File: src/rtl/pmt_pkg.sv
package pmt_pkg;

   // channel control bits per channel, in the order the decoder expects
   localparam int unsigned CTL_BITS = 3;
   localparam int unsigned ACT_W    = 2;

   // register word addresses
   localparam int unsigned A_CTRL  = 0;
   localparam int unsigned A_COUNT = 1;
   localparam int unsigned A_LIMIT = 2;
   localparam int unsigned A_PRE   = 3;
   localparam int unsigned A_MCTL  = 4;
   localparam int unsigned A_PEND  = 5;
   localparam int unsigned A_PINS  = 6;
   localparam int unsigned A_MBASE = 8;

   typedef enum logic [ACT_W-1:0] {
      PIN_KEEP = 2'd0,
      PIN_LOW  = 2'd1,
      PIN_HIGH = 2'd2,
      PIN_FLIP = 2'd3
   } pin_act_e;

   // next level of a match pin for a given action
   function automatic logic pin_next(input pin_act_e act, input logic cur);
      logic r;
      case (act)
         PIN_LOW:  r = 1'b0;
         PIN_HIGH: r = 1'b1;
         PIN_FLIP: r = ~cur;
         default:  r = cur;
      endcase
      return r;
   endfunction

endpackage

File: src/rtl/pmt_prescaler.sv
module pmt_prescaler #(
   parameter int unsigned W      = 32,
   parameter bit          ENABLE = 1'b1
) (
   input  logic         clk,
   input  logic         rst_n,
   input  logic         hold,
   input  logic         tick,
   input  logic         wr,
   input  logic [W-1:0] wdata,
   input  logic [W-1:0] limit,
   output logic [W-1:0] value,
   output logic         carry
);

   generate
      if (ENABLE) begin : g_pre
         logic [W-1:0] pc_q;

         assign carry = tick && (pc_q == limit);
         assign value = pc_q;

         always_ff @(posedge clk or negedge rst_n) begin
            if (!rst_n)      pc_q <= '0;
            else if (hold)   pc_q <= '0;
            else if (wr)     pc_q <= wdata;
            else if (carry)  pc_q <= '0;
            else if (tick)   pc_q <= pc_q + 1'b1;
         end
      end else begin : g_direct
         // every strobe advances the main counter
         assign carry = tick;
         assign value = '0;
      end
   endgenerate

endmodule

File: src/rtl/pmt_counter.sv
module pmt_counter #(
   parameter int unsigned W = 32
) (
   input  logic         clk,
   input  logic         rst_n,
   input  logic         hold,
   input  logic         wr,
   input  logic [W-1:0] wdata,
   input  logic         carry,
   input  logic         zero_hit,
   input  logic         stop_hit,
   output logic [W-1:0] value
);

   logic [W-1:0] cnt_q;

   always_ff @(posedge clk or negedge rst_n) begin
      if (!rst_n)         cnt_q <= '0;
      else if (hold)      cnt_q <= '0;
      else if (wr)        cnt_q <= wdata;
      else if (carry) begin
         if (zero_hit)      cnt_q <= '0;
         else if (!stop_hit) cnt_q <= cnt_q + 1'b1;
      end
   end

   assign value = cnt_q;

endmodule

File: src/rtl/pmt_match_ch.sv
module pmt_match_ch
   import pmt_pkg::*;
#(
   parameter int unsigned W = 32
) (
   input  logic             clk,
   input  logic             rst_n,
   input  logic             mr_wr,
   input  logic [W-1:0]     mr_wdata,
   input  logic [W-1:0]     count,
   input  logic             carry,
   input  logic             pin_wr,
   input  logic             pin_wlevel,
   input  logic [ACT_W-1:0] pin_wact,
   output logic [W-1:0]     mr,
   output logic             hit,
   output logic             pin,
   output logic [ACT_W-1:0] act
);

   logic [W-1:0]     mr_q;
   logic             pin_q;
   pin_act_e         act_q;

   assign hit = carry && (count == mr_q);

   always_ff @(posedge clk or negedge rst_n) begin
      if (!rst_n)     mr_q <= '0;
      else if (mr_wr) mr_q <= mr_wdata;
   end

   always_ff @(posedge clk or negedge rst_n) begin
      if (!rst_n) begin
         pin_q <= 1'b0;
         act_q <= PIN_KEEP;
      end else if (pin_wr) begin
         pin_q <= pin_wlevel;
         act_q <= pin_act_e'(pin_wact);
      end else if (hit) begin
         pin_q <= pin_next(act_q, pin_q);
      end
   end

   assign mr  = mr_q;
   assign pin = pin_q;
   assign act = act_q;

endmodule

File: src/rtl/pmt_timer.sv
module pmt_timer
   import pmt_pkg::*;
#(
   parameter int unsigned CNT_W       = 32,
   parameter int unsigned NUM_CH      = 4,
   parameter int unsigned ADDR_W      = 4,
   parameter int unsigned DATA_W      = 32,
   parameter bit          PRESCALE_EN = 1'b1
) (
   input  logic              clk,
   input  logic              rst_n,
   input  logic              bus_wr,
   input  logic [ADDR_W-1:0] bus_addr,
   input  logic [DATA_W-1:0] bus_wdata,
   output logic [DATA_W-1:0] bus_rdata,
   input  logic              count_strobe,
   output logic [NUM_CH-1:0] match_out,
   output logic              irq
);

   localparam int unsigned MCTL_W   = CTL_BITS * NUM_CH;
   localparam int unsigned ACT_LSB  = NUM_CH;
   localparam int unsigned PINS_W   = NUM_CH + ACT_W * NUM_CH;
   localparam int unsigned ADDR_TOP = A_MBASE + NUM_CH;

   // elaboration-time parameter checks
   generate
      if (CNT_W > DATA_W) begin : g_err_cnt
         $error("pmt_timer: CNT_W must not exceed DATA_W");
      end
      if (MCTL_W > DATA_W || PINS_W > DATA_W) begin : g_err_fields
         $error("pmt_timer: NUM_CH too large for DATA_W");
      end
      if (ADDR_TOP > (1 << ADDR_W)) begin : g_err_addr
         $error("pmt_timer: ADDR_W too small for NUM_CH match registers");
      end
      if (NUM_CH == 0 || CNT_W < 2) begin : g_err_min
         $error("pmt_timer: NUM_CH and CNT_W out of range");
      end
   endgenerate

   // write decode
   logic wr_ctrl, wr_count, wr_limit, wr_pre, wr_mctl, wr_pend, wr_pins;
   assign wr_ctrl  = bus_wr && (bus_addr == ADDR_W'(A_CTRL));
   assign wr_count = bus_wr && (bus_addr == ADDR_W'(A_COUNT));
   assign wr_limit = bus_wr && (bus_addr == ADDR_W'(A_LIMIT));
   assign wr_pre   = bus_wr && (bus_addr == ADDR_W'(A_PRE));
   assign wr_mctl  = bus_wr && (bus_addr == ADDR_W'(A_MCTL));
   assign wr_pend  = bus_wr && (bus_addr == ADDR_W'(A_PEND));
   assign wr_pins  = bus_wr && (bus_addr == ADDR_W'(A_PINS));

   // control and configuration registers
   logic              run_q, hold_q;
   logic [CNT_W-1:0]  limit_q;
   logic [MCTL_W-1:0] mctl_q;
   logic [NUM_CH-1:0] pend_q;

   // datapath nets
   logic              tick, carry;
   logic [CNT_W-1:0]  count_val, pre_val;
   logic [NUM_CH-1:0] hit_vec, ien_vec, zero_vec, stop_vec, pin_vec;
   logic [CNT_W-1:0]  mr_val [NUM_CH];
   logic [ACT_W-1:0]  act_val [NUM_CH];
   logic              zero_hit, stop_hit;

   assign tick     = run_q && !hold_q && count_strobe;
   assign zero_hit = |(hit_vec & zero_vec);
   assign stop_hit = |(hit_vec & stop_vec);

   always_ff @(posedge clk or negedge rst_n) begin
      if (!rst_n) begin
         run_q  <= 1'b0;
         hold_q <= 1'b0;
      end else if (wr_ctrl) begin
         run_q  <= bus_wdata[0];
         hold_q <= bus_wdata[1];
      end else if (stop_hit) begin
         run_q  <= 1'b0;
      end
   end

   always_ff @(posedge clk or negedge rst_n) begin
      if (!rst_n)        limit_q <= '0;
      else if (wr_limit) limit_q <= bus_wdata[CNT_W-1:0];
   end

   always_ff @(posedge clk or negedge rst_n) begin
      if (!rst_n)       mctl_q <= '0;
      else if (wr_mctl) mctl_q <= bus_wdata[MCTL_W-1:0];
   end

   // write-one-to-clear; a new event in the same cycle wins
   logic [NUM_CH-1:0] pend_clr;
   assign pend_clr = wr_pend ? bus_wdata[NUM_CH-1:0] : '0;

   always_ff @(posedge clk or negedge rst_n) begin
      if (!rst_n) pend_q <= '0;
      else        pend_q <= (pend_q & ~pend_clr) | (hit_vec & ien_vec);
   end

   pmt_prescaler #(
      .W      (CNT_W),
      .ENABLE (PRESCALE_EN)
   ) u_pre (
      .clk   (clk),
      .rst_n (rst_n),
      .hold  (hold_q),
      .tick  (tick),
      .wr    (wr_pre),
      .wdata (bus_wdata[CNT_W-1:0]),
      .limit (limit_q),
      .value (pre_val),
      .carry (carry)
   );

   pmt_counter #(
      .W (CNT_W)
   ) u_cnt (
      .clk      (clk),
      .rst_n    (rst_n),
      .hold     (hold_q),
      .wr       (wr_count),
      .wdata    (bus_wdata[CNT_W-1:0]),
      .carry    (carry),
      .zero_hit (zero_hit),
      .stop_hit (stop_hit),
      .value    (count_val)
   );

   logic [PINS_W-1:0] pins_word;

   generate
      for (genvar i = 0; i < NUM_CH; i++) begin : g_ch
         logic mr_wr;
         assign mr_wr = bus_wr && (bus_addr == ADDR_W'(A_MBASE + i));

         assign ien_vec[i]  = mctl_q[CTL_BITS*i];
         assign zero_vec[i] = mctl_q[CTL_BITS*i + 1];
         assign stop_vec[i] = mctl_q[CTL_BITS*i + 2];

         pmt_match_ch #(
            .W (CNT_W)
         ) u_ch (
            .clk        (clk),
            .rst_n      (rst_n),
            .mr_wr      (mr_wr),
            .mr_wdata   (bus_wdata[CNT_W-1:0]),
            .count      (count_val),
            .carry      (carry),
            .pin_wr     (wr_pins),
            .pin_wlevel (bus_wdata[i]),
            .pin_wact   (bus_wdata[ACT_LSB + ACT_W*i +: ACT_W]),
            .mr         (mr_val[i]),
            .hit        (hit_vec[i]),
            .pin        (pin_vec[i]),
            .act        (act_val[i])
         );

         assign pins_word[i]                       = pin_vec[i];
         assign pins_word[ACT_LSB + ACT_W*i +: ACT_W] = act_val[i];
      end
   endgenerate

   // read mux
   always_comb begin
      bus_rdata = '0;
      if (bus_addr == ADDR_W'(A_CTRL))  bus_rdata = DATA_W'({hold_q, run_q});
      if (bus_addr == ADDR_W'(A_COUNT)) bus_rdata = DATA_W'(count_val);
      if (bus_addr == ADDR_W'(A_LIMIT)) bus_rdata = DATA_W'(limit_q);
      if (bus_addr == ADDR_W'(A_PRE))   bus_rdata = DATA_W'(pre_val);
      if (bus_addr == ADDR_W'(A_MCTL))  bus_rdata = DATA_W'(mctl_q);
      if (bus_addr == ADDR_W'(A_PEND))  bus_rdata = DATA_W'(pend_q);
      if (bus_addr == ADDR_W'(A_PINS))  bus_rdata = DATA_W'(pins_word);
      for (int i = 0; i < NUM_CH; i++) begin
         if (bus_addr == ADDR_W'(A_MBASE + i)) bus_rdata = DATA_W'(mr_val[i]);
      end
   end

   assign match_out = pin_vec;
   assign irq       = |pend_q;

endmodule

File: config.mk
export PLATFORM = sky130hd
export DESIGN_NAME = pmt_timer
export DESIGN_NICKNAME = d
export VERILOG_FILES = /design/src/rtl/pmt_pkg.sv /design/src/rtl/pmt_prescaler.sv /design/src/rtl/pmt_counter.sv /design/src/rtl/pmt_match_ch.sv /design/src/rtl/pmt_timer.sv
export SDC_FILE = /design/constraint.sdc
export NUM_CORES = 1
export LEC_CHECK = 0
export BUFFER_PORTS_ARGS = -buffer_cell sky130_fd_sc_hd__buf_4
export CORE_UTILIZATION = 57
export CTS_BUF_LIST = sky130_fd_sc_hd__clkbuf_16
export CTS_CLUSTER_SIZE = 20
export DETAILED_ROUTE_END_ITERATION = 7
export PLACE_DENSITY_LB_ADDON = 0.12
export SLEW_MARGIN = 20
export SYNTH_ARGS = -nofsm -noshare
export SYNTH_HDL_FRONTEND = slang
export SYNTH_HIERARCHICAL = 1
export SYNTH_SLANG_ARGS = --single-unit
File: constraint.sdc
create_clock -name clk -period 3.8 [get_ports clk]
set_input_delay 0.19 -clock clk [delete_from_list [all_inputs] [get_ports clk]]
set_output_delay 0.19 -clock clk [all_outputs]
set_load 0.005 [all_outputs]
# Word level (Yosys, flattened, before mapping)
# Index checks and enable logic that the tools add are counted.
# totals
reg_bits	254
latchBits	0
ramBits	0
romBits	0
input_bits	40
output_inout_bits	37
n_memories	0
# classes
n_addsub	2
multipliers	0
div	0
magnitude_cmp	0
n_eq_ne	28
n_shift	0
n_mux	35
bitwise	10
n_reduce_logical	39
# op_table
cell	n
$mux 32	19
$eq 32x32->1	5
$add 32x1->32 const B	2
$reduce_bool 4->1	5
$logic_and 1x1->1	18
$and 4x4->4	4
$eq 2x2->1 const B	8
$eq 4x4->1 const B	4
$eq 4x3->1 const B	3
$pmux 1 s3	4
$reduce_or 4->1	3
$mux 1	10
$reduce_and 2->1	5
$reduce_bool 2->1	5
$eq 2x1->1 const B	4
$eq 4x2->1 const B	2
$eq 4x1->1 const B	1
$logic_not 4->1	1
$mux 4	1
$ne 4x2->1 const B	1
$not 1->1	4
$not 4->4	1
$or 4x4->4	1
$reduce_bool 3->1	1
other kinds (2)	2

# Depth between registers and ports, before layout
# Gate-level depths: netlist of the first run.
# depth
ltp_word	12
depth_mapped	17
mapped_depth_nobuf	15

# Hierarchy
# Netlist of the first run, hierarchy kept.
# by_module_without_submodules
mod	instances	cells_each	area_each_um2	seq_area_each_um2
pmt_match_ch	4	131	1714.1	875.8
pmt_timer	1	484	4590.7	1251.2
pmt_prescaler	1	332	2703.8	800.8
pmt_counter	1	262	2128.3	800.8

# Worst setup path before layout of the first run
# Ideal clock, no wire load.
# synth_path
kind	register -> register
from	reg hold_q
to	reg u_cnt.cnt_q[10], in the netlist u_cnt/value[10]
setup_ps	132
arrival_time_ps	3427
path_slack_ps	241
path_stages_with_launch	17
path_buffers	3
path_cell_list	dfrtp_1 > nor2_1 > buf_2 > inv_1 > or3_1 > nor3_1 > nand3_1 > nor4_2 > and3_1 > a22oi_1 > nand2_1 > or2_2 > clkbuf_1 > clkbuf_1 > o21ai_0 > a22oi_1 > nor2_1
# synth_via
elab_chain_len	11
word_cells_on_any_way	19
classes_between	eq/ne (1); mux (4); bitwise (2); reduce/logical (12)
# synth_rtl
element	line_no	text
from (decl)	pmt_timer.sv:53	logic run_q, hold_q;
from (signal assigned)	pmt_timer.sv:76	hold_q <= bus_wdata[1];
$logic_not 1->1 (*)	pmt_timer.sv:66	assign tick = run_q && !hold_q && count_strobe;
$logic_and 1x1->1 (*) (2 in a row)	pmt_timer.sv:66	
net tick	pmt_timer.sv:59	logic tick, carry;
$logic_and 1x1->1 (*)	pmt_prescaler.sv:20	assign carry = tick && (pc_q == limit);
net carry	pmt_timer.sv:59	
$logic_and 1x1->1 (*)	pmt_match_ch.sv:25	assign hit = carry && (count == mr_q);
net hit_vec[1]	pmt_timer.sv:61	logic [NUM_CH-1:0] hit_vec, ien_vec, zero_vec, stop_vec, pin_vec;
$and 4x4->4 (*)	pmt_timer.sv:67	assign zero_hit = |(hit_vec & zero_vec);
$reduce_or 4->1 (*)	pmt_timer.sv:67	
net zero_hit	pmt_timer.sv:64	logic zero_hit, stop_hit;
$mux 32	pmt_counter.sv:22	if (zero_hit) cnt_q <= '0;
$mux 32	pmt_counter.sv:21	else if (carry) begin
$mux 32	pmt_counter.sv:20	else if (wr) cnt_q <= wdata;
$mux 32	pmt_counter.sv:19	else if (hold) cnt_q <= '0;
to (signal assigned)	pmt_counter.sv:20	
to (signal assigned)	pmt_counter.sv:23	else if (!stop_hit) cnt_q <= cnt_q + 1'b1;
to (decl)	pmt_counter.sv:15	logic [W-1:0] cnt_q;
# The timed path passes the listed nets; every way through them passes the cells marked *. The select of a mux whose other input is x is not followed.
# A chain may end at the register's enable or synchronous reset.

# Worst setup path in the final report of the first run
# layout_path
from	reg u_pre.g_pre.pc_q[21], in the netlist u_pre/value[21]
to	reg u_cnt.cnt_q[17], in the netlist u_cnt/value[17]
# layout_via
elab_chain_len	9
word_cells_on_any_way	17
classes_between	eq/ne (2); mux (4); bitwise (2); reduce/logical (9)
# layout_rtl
element	line_no	text
from (decl)	pmt_prescaler.sv:18	logic [W-1:0] pc_q;
from (signal assigned)	pmt_prescaler.sv:26	else if (wr) pc_q <= wdata;
from (signal assigned)	pmt_prescaler.sv:28	else if (tick) pc_q <= pc_q + 1'b1;
$eq 32x32->1 (*)	pmt_prescaler.sv:20	
$logic_and 1x1->1 (*)	pmt_prescaler.sv:20	
net carry	pmt_timer.sv:59	
$logic_and 1x1->1 (*)	pmt_match_ch.sv:25	
net hit_vec[0]	pmt_timer.sv:61	
$and 4x4->4 (*)	pmt_timer.sv:67	
$reduce_or 4->1 (*)	pmt_timer.sv:67	
net zero_hit	pmt_timer.sv:64	
$mux 32	pmt_counter.sv:22	
$mux 32	pmt_counter.sv:21	
$mux 32	pmt_counter.sv:20	
$mux 32	pmt_counter.sv:19	
# Marks and branches as above.

==> results of run 1 <==
per-stage QoR:
stage                     std cells  setup slack [ns]  cell area [um2]
after floorplan                1602            0.2411            16280
after global placement         2037            0.2558            17470
after detailed placement       2037            0.1165            17470
after CTS                      2118           0.03926            18730
after global routing           2119          0.004612            18810
final                          2120            0.1459            18820
cell families (layout without fill, tap and decap cells):
group	Yosys count	in the layout	share of synthesized area [%]
buf+inv	133	272	4.235
compound gates	330	330	14.68
xor+xnor	165	165	8.877
flops	254	254	39.04
fa+ha+maj	10	10	0.7686
other cells	0	1	0
mux	231	231	15.91
simple gates	479	479	16.49
final timing paths:
path	startpoint	to	slack, ns
max	u_pre/value[21]	u_cnt/value[17]	0.15
min	bus_wdata[7]	g_ch[1].u_ch/act[1]	0.02
max reg2reg	u_pre/value[21]	u_cnt/value[17]	0.15
min reg2reg	pend_q[1]	pend_q[1]	0.53
max in group asynchronous	rst_n	g_ch[3].u_ch/act[0]	2.40
min in group asynchronous	rst_n	limit_q[22]	0.25
power groups by stage:
stage          Clock, uW  Sequential (uW)  Combinational [uW]
2_1_floorplan          0             3780                1670
3_3_place_gp           0             3990                2490
3_5_place_dp           0             4010                2520
4_1_cts             3010             3970                2560
5_1_grt             3120             4050                2810
6_report            3000             3990                2640
registers in the layout, summed over array words and instances, names as in the netlist:
name	count
limit_q	32
mctl_q	12
g_ch.u_ch/mr	128
hold_q	1
pend_q	4
u_cnt/value	32
u_pre/value	32
g_ch.u_ch/act	8
run_q	1
g_ch.u_ch/pin	4
worst register-to-register path, stage by stage, from the launching register on:
cell and delay, ns:
sky130_fd_sc_hd__dfrtp_1 0.43, sky130_fd_sc_hd__xnor2_1 0.23, sky130_fd_sc_hd__nand4_1 0.17, sky130_fd_sc_hd__or3_1 0.36, sky130_fd_sc_hd__nor3_1 0.18, sky130_fd_sc_hd__buf_4 0.20
sky130_fd_sc_hd__nand3_1 0.13, sky130_fd_sc_hd__nor4_4 0.32, sky130_fd_sc_hd__and3_4 0.25, sky130_fd_sc_hd__a22oi_1 0.10, sky130_fd_sc_hd__nand2_2 0.16, sky130_fd_sc_hd__nand2b_1 0.16
sky130_fd_sc_hd__a21o_1 0.23, sky130_fd_sc_hd__nand4_1 0.15, sky130_fd_sc_hd__or3_1 0.34, sky130_fd_sc_hd__a31oi_1 0.16
cells in the final DEF (no fill, tap or decap), drive strengths merged, types with 32 or more instances in the layout:
cell   netlist  layout
nand4       53      53
xor2        44      44
xnor2      121     121
o21ai       72      72
a21oi       55      55
buf         65     161
nor3        37      37
inv         30      39
mux2       212     212
a22oi       42      42
nand3       39      39
nor4        32      32
nand2      104     104
dfrtp      254     254
nor2        95      95
cell type report:
type | count | area (um2) | share of cell area, %
Multi-Input combinational cell | 1215 | 9348 | 49.68
Sequential cell | 254 | 6357 | 33.79
Timing Repair Buffer | 186 | 1516 | 8.059
Clock buffer | 31 | 775.7 | 4.123
Tap cell | 378 | 473.0 | 2.513
Clock inverter | 25 | 231.5 | 1.230
Inverter | 30 | 112.6 | 0.5984
Antenna cell | 1 | 2.502 | 0.01330
routing by layer:
metal	GRT usage (%)	share of wire (%)
met1	55.81	40
met2	64.44	45
met3	6.801	9.3
met4	20.81	5.6
met5	0	0
cells in the mapped netlist, types with 10 or more instances:
| master | count | area [um2] |
|---|---|---|
| sky130_fd_sc_hd__nand2b_1 | 20 | 125.1 |
| sky130_fd_sc_hd__clkbuf_1 | 36 | 135.1 |
| sky130_fd_sc_hd__inv_1 | 30 | 112.6 |
| sky130_fd_sc_hd__a211oi_1 | 10 | 75.07 |
| sky130_fd_sc_hd__buf_6 | 11 | 123.9 |
| sky130_fd_sc_hd__nor4_1 | 21 | 131.4 |
| sky130_fd_sc_hd__nand3_1 | 35 | 175.2 |
| sky130_fd_sc_hd__buf_4 | 15 | 112.6 |
| sky130_fd_sc_hd__a32oi_1 | 11 | 96.34 |
| sky130_fd_sc_hd__buf_2 | 39 | 195.2 |
| sky130_fd_sc_hd__o221ai_1 | 12 | 105.1 |
| sky130_fd_sc_hd__a221oi_1 | 16 | 140.1 |
| sky130_fd_sc_hd__mux2i_1 | 18 | 180.2 |
| sky130_fd_sc_hd__xor2_1 | 44 | 385.4 |
| sky130_fd_sc_hd__nor2_1 | 93 | 349.1 |
| sky130_fd_sc_hd__o21ai_0 | 51 | 255.2 |
| sky130_fd_sc_hd__a22oi_1 | 41 | 307.8 |
| sky130_fd_sc_hd__mux2_2 | 184 | 2072 |
| sky130_fd_sc_hd__nor3_1 | 36 | 180.2 |
| sky130_fd_sc_hd__o21ai_1 | 20 | 100.1 |
| sky130_fd_sc_hd__and3_1 | 23 | 143.9 |
| sky130_fd_sc_hd__nor3b_1 | 11 | 82.58 |
| sky130_fd_sc_hd__ha_1 | 10 | 125.1 |
| sky130_fd_sc_hd__mux2_1 | 28 | 315.3 |
| sky130_fd_sc_hd__a21o_1 | 11 | 82.58 |
| sky130_fd_sc_hd__a21oi_1 | 55 | 275.3 |
| sky130_fd_sc_hd__dfrtp_1 | 254 | 6356 |
| sky130_fd_sc_hd__nor4bb_1 | 11 | 110.1 |
| sky130_fd_sc_hd__nand4_1 | 53 | 331.6 |
| sky130_fd_sc_hd__nand2_1 | 102 | 382.9 |
| sky130_fd_sc_hd__o22ai_1 | 10 | 62.56 |
| sky130_fd_sc_hd__xnor2_1 | 121 | 1060 |
repair_timing:
item / in CTS / in global routing
endpoints found under the setup margin: 0 / 31
resized for setup: 0 / 13
endpoints found under the hold margin: 234 / 0
hold buffers: 25 / 0
setup buffers: 0 / 1
==> impl_summary.txt, run 1 <==
----------------------------------------------------
[Global route]
  Congestion Overflow GR ... 0
  Number of antenna violations at the first check in global routing ... 0
  Maximum number of pins on one net before global-route repair ... 113
  Number of global-route vias before repair ... 13749
  Global-route usage over all layers ... 41.41%
  First-pass GRT wire length ... 88530 um

[Timing]
  Setup repair after global routing missed its margin ... false
  Final worst path period need ... 3.654 ns
  Final total negative setup slack ... 0 ns
  Setup violation total in the final timing report ... 0
  Final number of max-transition violations ... 0
  Minimum hold slack ... 0.01795 ns
  Max_slew headroom ... 36.69%
  Tcrit/Tclk final ... 96.16%
  Endpoints failing hold ... 0
  Clock skew after layout ... 0.01308 ns
  Slew of the pin with the lowest slew margin ... 0.9497 ns
  Max Clk Rate ... 273.7 MHz

[Placement]
  GPL Wtd Cong ... 0.9663
  Number of I/O port buffers ... 76
  Detailed Place HPWL ... 42570 um

[Synthesis]
  Register area share after synthesis ... 39.04%
  Synthesized instance count ... 1602
  Proportion of synthesized flip-flops having asynchronous set or reset ... 100.0%
  Cell variety after synth ... 88
  Count of warnings emitted by yosys ... 6
  Main synth FF type ... sky130_fd_sc_hd__dfrtp_1
  Net count after synthesis ... 1652
  Syn avg cell area ... 10.16 um2
  Total standard cell area after synthesis ... 0.01628 mm2
  Number of enable-type register cells in the synthesized netlist ... 0
  Total of flip-flops plus latches after synthesis ... 254

[Route]
  Initial DRT Pass Iterations ... 6
  Final routed wire length divided by cell count ... 28.26 um
  Avg Vias per Cell ... 6.825
  Overall via count from detail_route ... 14469
  DRC viols ... 0
  Final antenna-violating net count ... 0
  Final WL ... 59910 um
  DRC violation total after the first TritonRoute iteration ... 1838

[Die]
  Rows ... 61
  Count of pins on the block boundary ... 77
  Core area ... 0.02793 mm2
  Die extent in x ... 171.0 um
  Die Ht ... 171.0 um
  Effective utilization at floorplan ... 58.28%
  Total die area ... 0.02924 mm2

[Pwr]
  Total leakage power ... 0.007772 uW
  Clock power frac ... 31.2%
  Overall power of the completed layout ... 9640 uW
  Comb power frac ... 27.4%
  Sequential fraction of design power ... 41.4%
  Internal Pwr Total ... 6309 uW
  Net switching power ... 3331 uW
  Switching share of power ... 34.55%
  Power per cell area ... 512.3 mW/mm2
  Worst-case vdd ir drop ... 0.0004421 V

[Clock tree]
  Clock network latency to the later pin of the worst-skew pair ... 0.57 ns
  Clock transition at the register clock pins on the worst setup and hold paths after CTS ... 0.06 ns
  H-tree depth ... 1
  Clock root cell ... sky130_fd_sc_hd__clkbuf_16
  Sinks on Clock Net ... 254
  Number of buffers created by CTS ... 30
  Buffer depth of the longest clock path ... 3
  CTS tree ... built

[Status]
  Outcome ... finished clean

[Setup path]
  Slowest Stage Delay on Critical Path ... 0.43 ns
  Kind of start point of the critical path ... register
  Required time of the critical path ... 4.28 ns
  CP Max Fanout ... 8
  Dominant delay contributor by cell family on the critical path ... simple AND/OR/NAND/NOR gates
  Count of cells along the worst register-to-register path ... 15
  Data arrival, critical path ... 4.14 ns
  Path type of the worst setup path ... register to register
  Critical Path, Cell by Cell ... xnor2_1 -> nand4_1 -> or3_1 -> nor3_1 -> buf_4 -> nand3_1 -> nor4_4 -> and3_4 -> a22oi_1 -> nand2_2 -> nand2b_1 -> a21o_1 -> nand4_1 -> or3_1 -> a31oi_1
  Cell with the largest stage delay on the worst path ... sky130_fd_sc_hd__dfrtp_1
  Kind of capture point of the worst setup path ... register
  Critical path buffer and inverter count ... 1
  Total number of cells along the worst setup path ... 15

[Layout]
  Layout Area Growth over Synthesis ... 15.59%
  Total Nets Final ... 1767
  Fraction of layout instances using a drive strength above 1 ... 26.08%
  Final Core Density ... 67.36%
  Number of inserted filler cells in the final layout ... 2283

[Hold path]
  Path class of the lowest-slack min-delay path ... input pin to register
  Cell count of the worst hold path ... 2

[Flow run]
  Max-cap viol count ... 0

----------------------------------------------------
(Power assumes the default switching activity.)
==> inputs of run 2 (changes only) <==
--- a/config.mk
+++ b/config.mk
@@ -5,12 +5,14 @@
 export SDC_FILE = /design/constraint.sdc
 export NUM_CORES = 1
 export LEC_CHECK = 0
-export BUFFER_PORTS_ARGS = -buffer_cell sky130_fd_sc_hd__buf_4
-export CORE_UTILIZATION = 57
+export CELL_PAD_IN_SITES_DETAIL_PLACEMENT = 0
+export CELL_PAD_IN_SITES_GLOBAL_PLACEMENT = 1
+export CORE_UTILIZATION = 47
 export CTS_BUF_LIST = sky130_fd_sc_hd__clkbuf_16
 export CTS_CLUSTER_SIZE = 20
 export DETAILED_ROUTE_END_ITERATION = 7
-export PLACE_DENSITY_LB_ADDON = 0.12
+export DONT_BUFFER_PORTS = 1
+export PLACE_DENSITY = 0.84
 export SLEW_MARGIN = 20
 export SYNTH_ARGS = -nofsm -noshare
 export SYNTH_HDL_FRONTEND = slang
==> run 2 against run 1 <==
Net effect: the flow now finishes with violations (negative hold slack); combinational power down 9.1%; global-route usage shrank 8.3 points; final cell count shrank 0.61%; via count decreased by 2.8%; first-iteration DRC count up 0.16%; sequential cell count is the same; clock skew is 0.00087 ns higher; sequential power is essentially flat; register-to-register slack lost 0.05 ns; routed wire length fell by 1.0%; setup slack worse by 0.050 ns.
==> impl_summary.txt, run 2 (synthesis results as in run 1) <==
----------------------------------------------------
[Clock tree]
  Postcts setup bufs ... 0 (unchanged)
  Clock root cell ... sky130_fd_sc_hd__clkbuf_16
  Post-CTS Hold Fix Bufs ... 32 (+28%)
  Sinks on Clock Net ... 254 (unchanged)
  Buffer depth of the longest clock path ... 3 (unchanged)
  Clock transition at the register clock pins on the worst setup and hold paths after CTS ... 0.07 ns (about the same)
  CTS tree ... built
  Number of buffers created by CTS ... 29 (-3.3%)
  Clock network latency to the later pin of the worst-skew pair ... 0.57 ns (about the same)
  H-tree depth ... 1 (unchanged)

[Pwr]
  Total leakage power ... 0.007274 uW (-6.4%)
  Clock power frac ... 29.0% (-2.2 points)
  Switching share of power ... 35.01% (+0.46 points)
  Overall power of the completed layout ... 9007 uW (-6.6%)
  Worst-case vdd ir drop ... 0.0004635 V (+4.8%)
  Internal Pwr Total ... 5853 uW (-7.2%)
  Power per cell area ... 496.5 mW/mm2 (-3.1%)
  Net switching power ... 3154 uW (-5.3%)
  Sequential fraction of design power ... 44.3% (+2.9 points)
  Comb power frac ... 26.6% (-0.8 points)

[Die]
  Count of pins on the block boundary ... 77 (unchanged)
  Die Ht ... 188.1 um (+10%)
  Core area ... 0.03378 mm2 (+21%)
  Total die area ... 0.03539 mm2 (+21%)
  Die extent in x ... 188.1 um (+10%)
  Effective utilization at floorplan ... 48.19% (-10 points)
  Rows ... 67 (+9.8%)

[Flow run]
  Max-cap viol count ... 0 (unchanged)

[Route]
  Routed length on met1 ... 24490 um (+1.7%)
  DRC viols ... 0 (unchanged)
  Overall via count from detail_route ... 14058 (-2.8%)
  Initial DRT Pass Iterations ... 6 (unchanged)
  Final routed wire length divided by cell count ... 28.14 um (-0.41%)
  Avg Vias per Cell ... 6.672 (-2.2%)
  Top routing layer in use ... met4
  DRC violation total after the first TritonRoute iteration ... 1841 (+0.16%)
  Final antenna-violating net count ... 0 (unchanged)
  Routed length on met2 ... 26490 um (-1.6%)
  Final WL ... 59290 um (-1.0%)
  Met3 routed wirelength ... 5848 um (+5.5%)

[Layout]
  Total Nets Final ... 1682 (-4.8%)
  Layout Area Growth over Synthesis ... 11.44%
  Area of all sequential standard cells ... 0.006356 mm2 (about the same)
  Cell area after layout ... 0.01814 mm2 (-3.6%)
  Number of inserted filler cells in the final layout ... 3009 (+32%)
  Fraction of layout instances using a drive strength above 1 ... 21.61% (-4.5 points)
  Commonest non-fill, non-tap cells in the layout ... 254 x sky130_fd_sc_hd__dfrtp_1, 184 x sky130_fd_sc_hd__mux2_2, 119 x sky130_fd_sc_hd__xnor2_1, 102 x sky130_fd_sc_hd__nand2_1, 90 x sky130_fd_sc_hd__nor2_1
  Most common cell after layout, fill and taps aside ... sky130_fd_sc_hd__dfrtp_1
  Combined area of the multi-input logic cells ... 0.009345 mm2 (about the same)
  Largest register FFs ... 128 (unchanged)

[Timing]
  Tcrit/Tclk final ... 97.47% (+1.3 points)
  Endpoints failing hold ... 254 (+254)
  Clock skew after layout ... 0.01395 ns (+0.0008662 ns)
  Minimum hold slack ... -0.6708 ns (-0.6887 ns)
  Final number of max-transition violations ... 0 (unchanged)
  Max Clk Rate ... 270.0 MHz (-1.3%)
  Final total negative setup slack ... 0 ns (unchanged)
  Slew of the pin with the lowest slew margin ... 1.145 ns (+0.1957 ns)
  Max_slew headroom ... 23.22% (-13 points)
  Final worst path period need ... 3.704 ns (+0.04976 ns)
  Setup violation total in the final timing report ... 0 (unchanged)
  Setup repair after global routing missed its margin ... false

[Status]
  Violations in the final reports ... negative hold slack
  Outcome ... finished with violations

[Global route]
  Number of antenna violations at the first check in global routing ... 7 (+7)
  Global-route usage over all layers ... 33.16% (-8.3 points)
  Number of global-route vias before repair ... 13413 (-2.4%)
  First-pass GRT wire length ... 88110 um (-0.48%)
  Maximum number of pins on one net before global-route repair ... 255 (+130%)
  Congestion Overflow GR ... 0 (unchanged)

[Setup path]
  Kind of capture point of the worst setup path ... register
  Total number of cells along the worst setup path ... 15 (unchanged)
  Worst reg2reg path endpoint ... u_cnt/value[17]
  Kind of start point of the critical path ... register
  Critical path buffer and inverter count ... 1 (unchanged)
  Cell with the largest stage delay on the worst path ... sky130_fd_sc_hd__dfrtp_1
  Data arrival, critical path ... 4.20 ns (+0.06 ns)
  Slowest Stage Delay on Critical Path ... 0.40 ns (-0.03 ns)
  Path type of the worst setup path ... register to register
  Flop-to-flop setup slack ... 0.1 ns (-0.05 ns)
  CP Max Fanout ... 8 (unchanged)
  Required time of the critical path ... 4.30 ns (+0.02 ns)
  Dominant delay contributor by cell family on the critical path ... simple AND/OR/NAND/NOR gates
  Startpoint of the worst-slack reg-to-reg timing path ... limit_q[8]
  Most common cell on crit path ... sky130_fd_sc_hd__nand4_1
  Critical Path, Cell by Cell ... xor2_1 -> nor4_1 -> nand4_1 -> nor3_2 -> buf_4 -> nand3_1 -> nor4_4 -> and3_1 -> a22oi_1 -> nand2_1 -> nand2b_1 -> a21o_1 -> nand4_1 -> or3_1 -> a31oi_1
  Count of cells along the worst register-to-register path ... 15 (unchanged)

[Placement]
  Detailed Place HPWL ... 41110 um (-3.4%)
  DP Area ... 0.01688 mm2 (-3.4%)
  Number of I/O port buffers ... 0 (-100%)
  GPL Wtd Cong ... 0.9461 (-2.1%)

[Hold path]
  Path class of the lowest-slack min-delay path ... input pin to asynchronous set/reset pin

----------------------------------------------------
## run 2: per-layer routing
metal / vias up / GRT usage, %
li1: 6037 / -
met1: 7126 / 44.88
met2: 751 / 51.22
met3: 144 / 8.179
met4: 0 / 12.23
met5: - / 0
## run 2: worst register-to-register path: stages, from the launching register on
cell,delay [ns]
sky130_fd_sc_hd__dfrtp_1,0.40
sky130_fd_sc_hd__xor2_1,0.22
sky130_fd_sc_hd__nor4_1,0.34
sky130_fd_sc_hd__nand4_1,0.18
sky130_fd_sc_hd__nor3_2,0.27
sky130_fd_sc_hd__buf_4,0.20
sky130_fd_sc_hd__nand3_1,0.12
sky130_fd_sc_hd__nor4_4,0.33
sky130_fd_sc_hd__and3_1,0.28
sky130_fd_sc_hd__a22oi_1,0.09
sky130_fd_sc_hd__nand2_1,0.15
sky130_fd_sc_hd__nand2b_1,0.15
sky130_fd_sc_hd__a21o_1,0.22
sky130_fd_sc_hd__nand4_1,0.15
sky130_fd_sc_hd__or3_1,0.35
sky130_fd_sc_hd__a31oi_1,0.18
## run 2: power by group through the flow
stage | Sequential (uW) | Combinational (uW) | Clock, uW
floorplan | 3780 | 1670 | 0
global placement | 3970 | 2170 | 0
detailed placement | 4010 | 2190 | 0
CTS | 3960 | 2300 | 2630
global route | 4060 | 2550 | 2730
finish | 3990 | 2400 | 2620
## run 2: final cells by class
type | instances | share of cell area (%)
Multi-Input combinational cell | 1215 | 51.51
Antenna cell | 7 | 0.09656
Clock inverter | 22 | 0.6483
Tap cell | 448 | 3.090
Timing Repair Buffer | 102 | 4.993
Inverter | 30 | 0.6207
Clock buffer | 29 | 4.000
Sequential cell | 254 | 35.04
## run 2: worst max path at each step
stage	to	slack [ns]	startpoint
after floorplan	u_cnt/value[10]	0.24	hold_q
after global placement	u_cnt/value[17]	0.20	limit_q[24]
after detailed placement	u_cnt/value[7]	0.07	limit_q[24]
after CTS	u_cnt/value[17]	0.02	limit_q[24]
after global routing	u_cnt/value[26]	0.01	u_pre/value[30]
final	u_cnt/value[17]	0.1	limit_q[8]
## run 2: through the flow
step / setup WS [ns] / util, % / hold slack [ns] / std cells
detailed placement: 0.06973 / 49.98 / -0.08981 / 2017
global placement: 0.1987 / 49.73 / -0.08832 / 2014
floorplan: 0.2411 / - / -0.1056 / 1602
finish: 0.09617 / 53.70 / -0.6708 / 2107
CTS: 0.01681 / 53.42 / -0.6887 / 2100
global route: 0.01283 / 53.70 / -0.6841 / 2107
## run 2: repair_timing
action,in CTS,in global routing
setup endpoints to repair,0,31
endpoints found under the hold margin,508,254
resized for setup,0,11
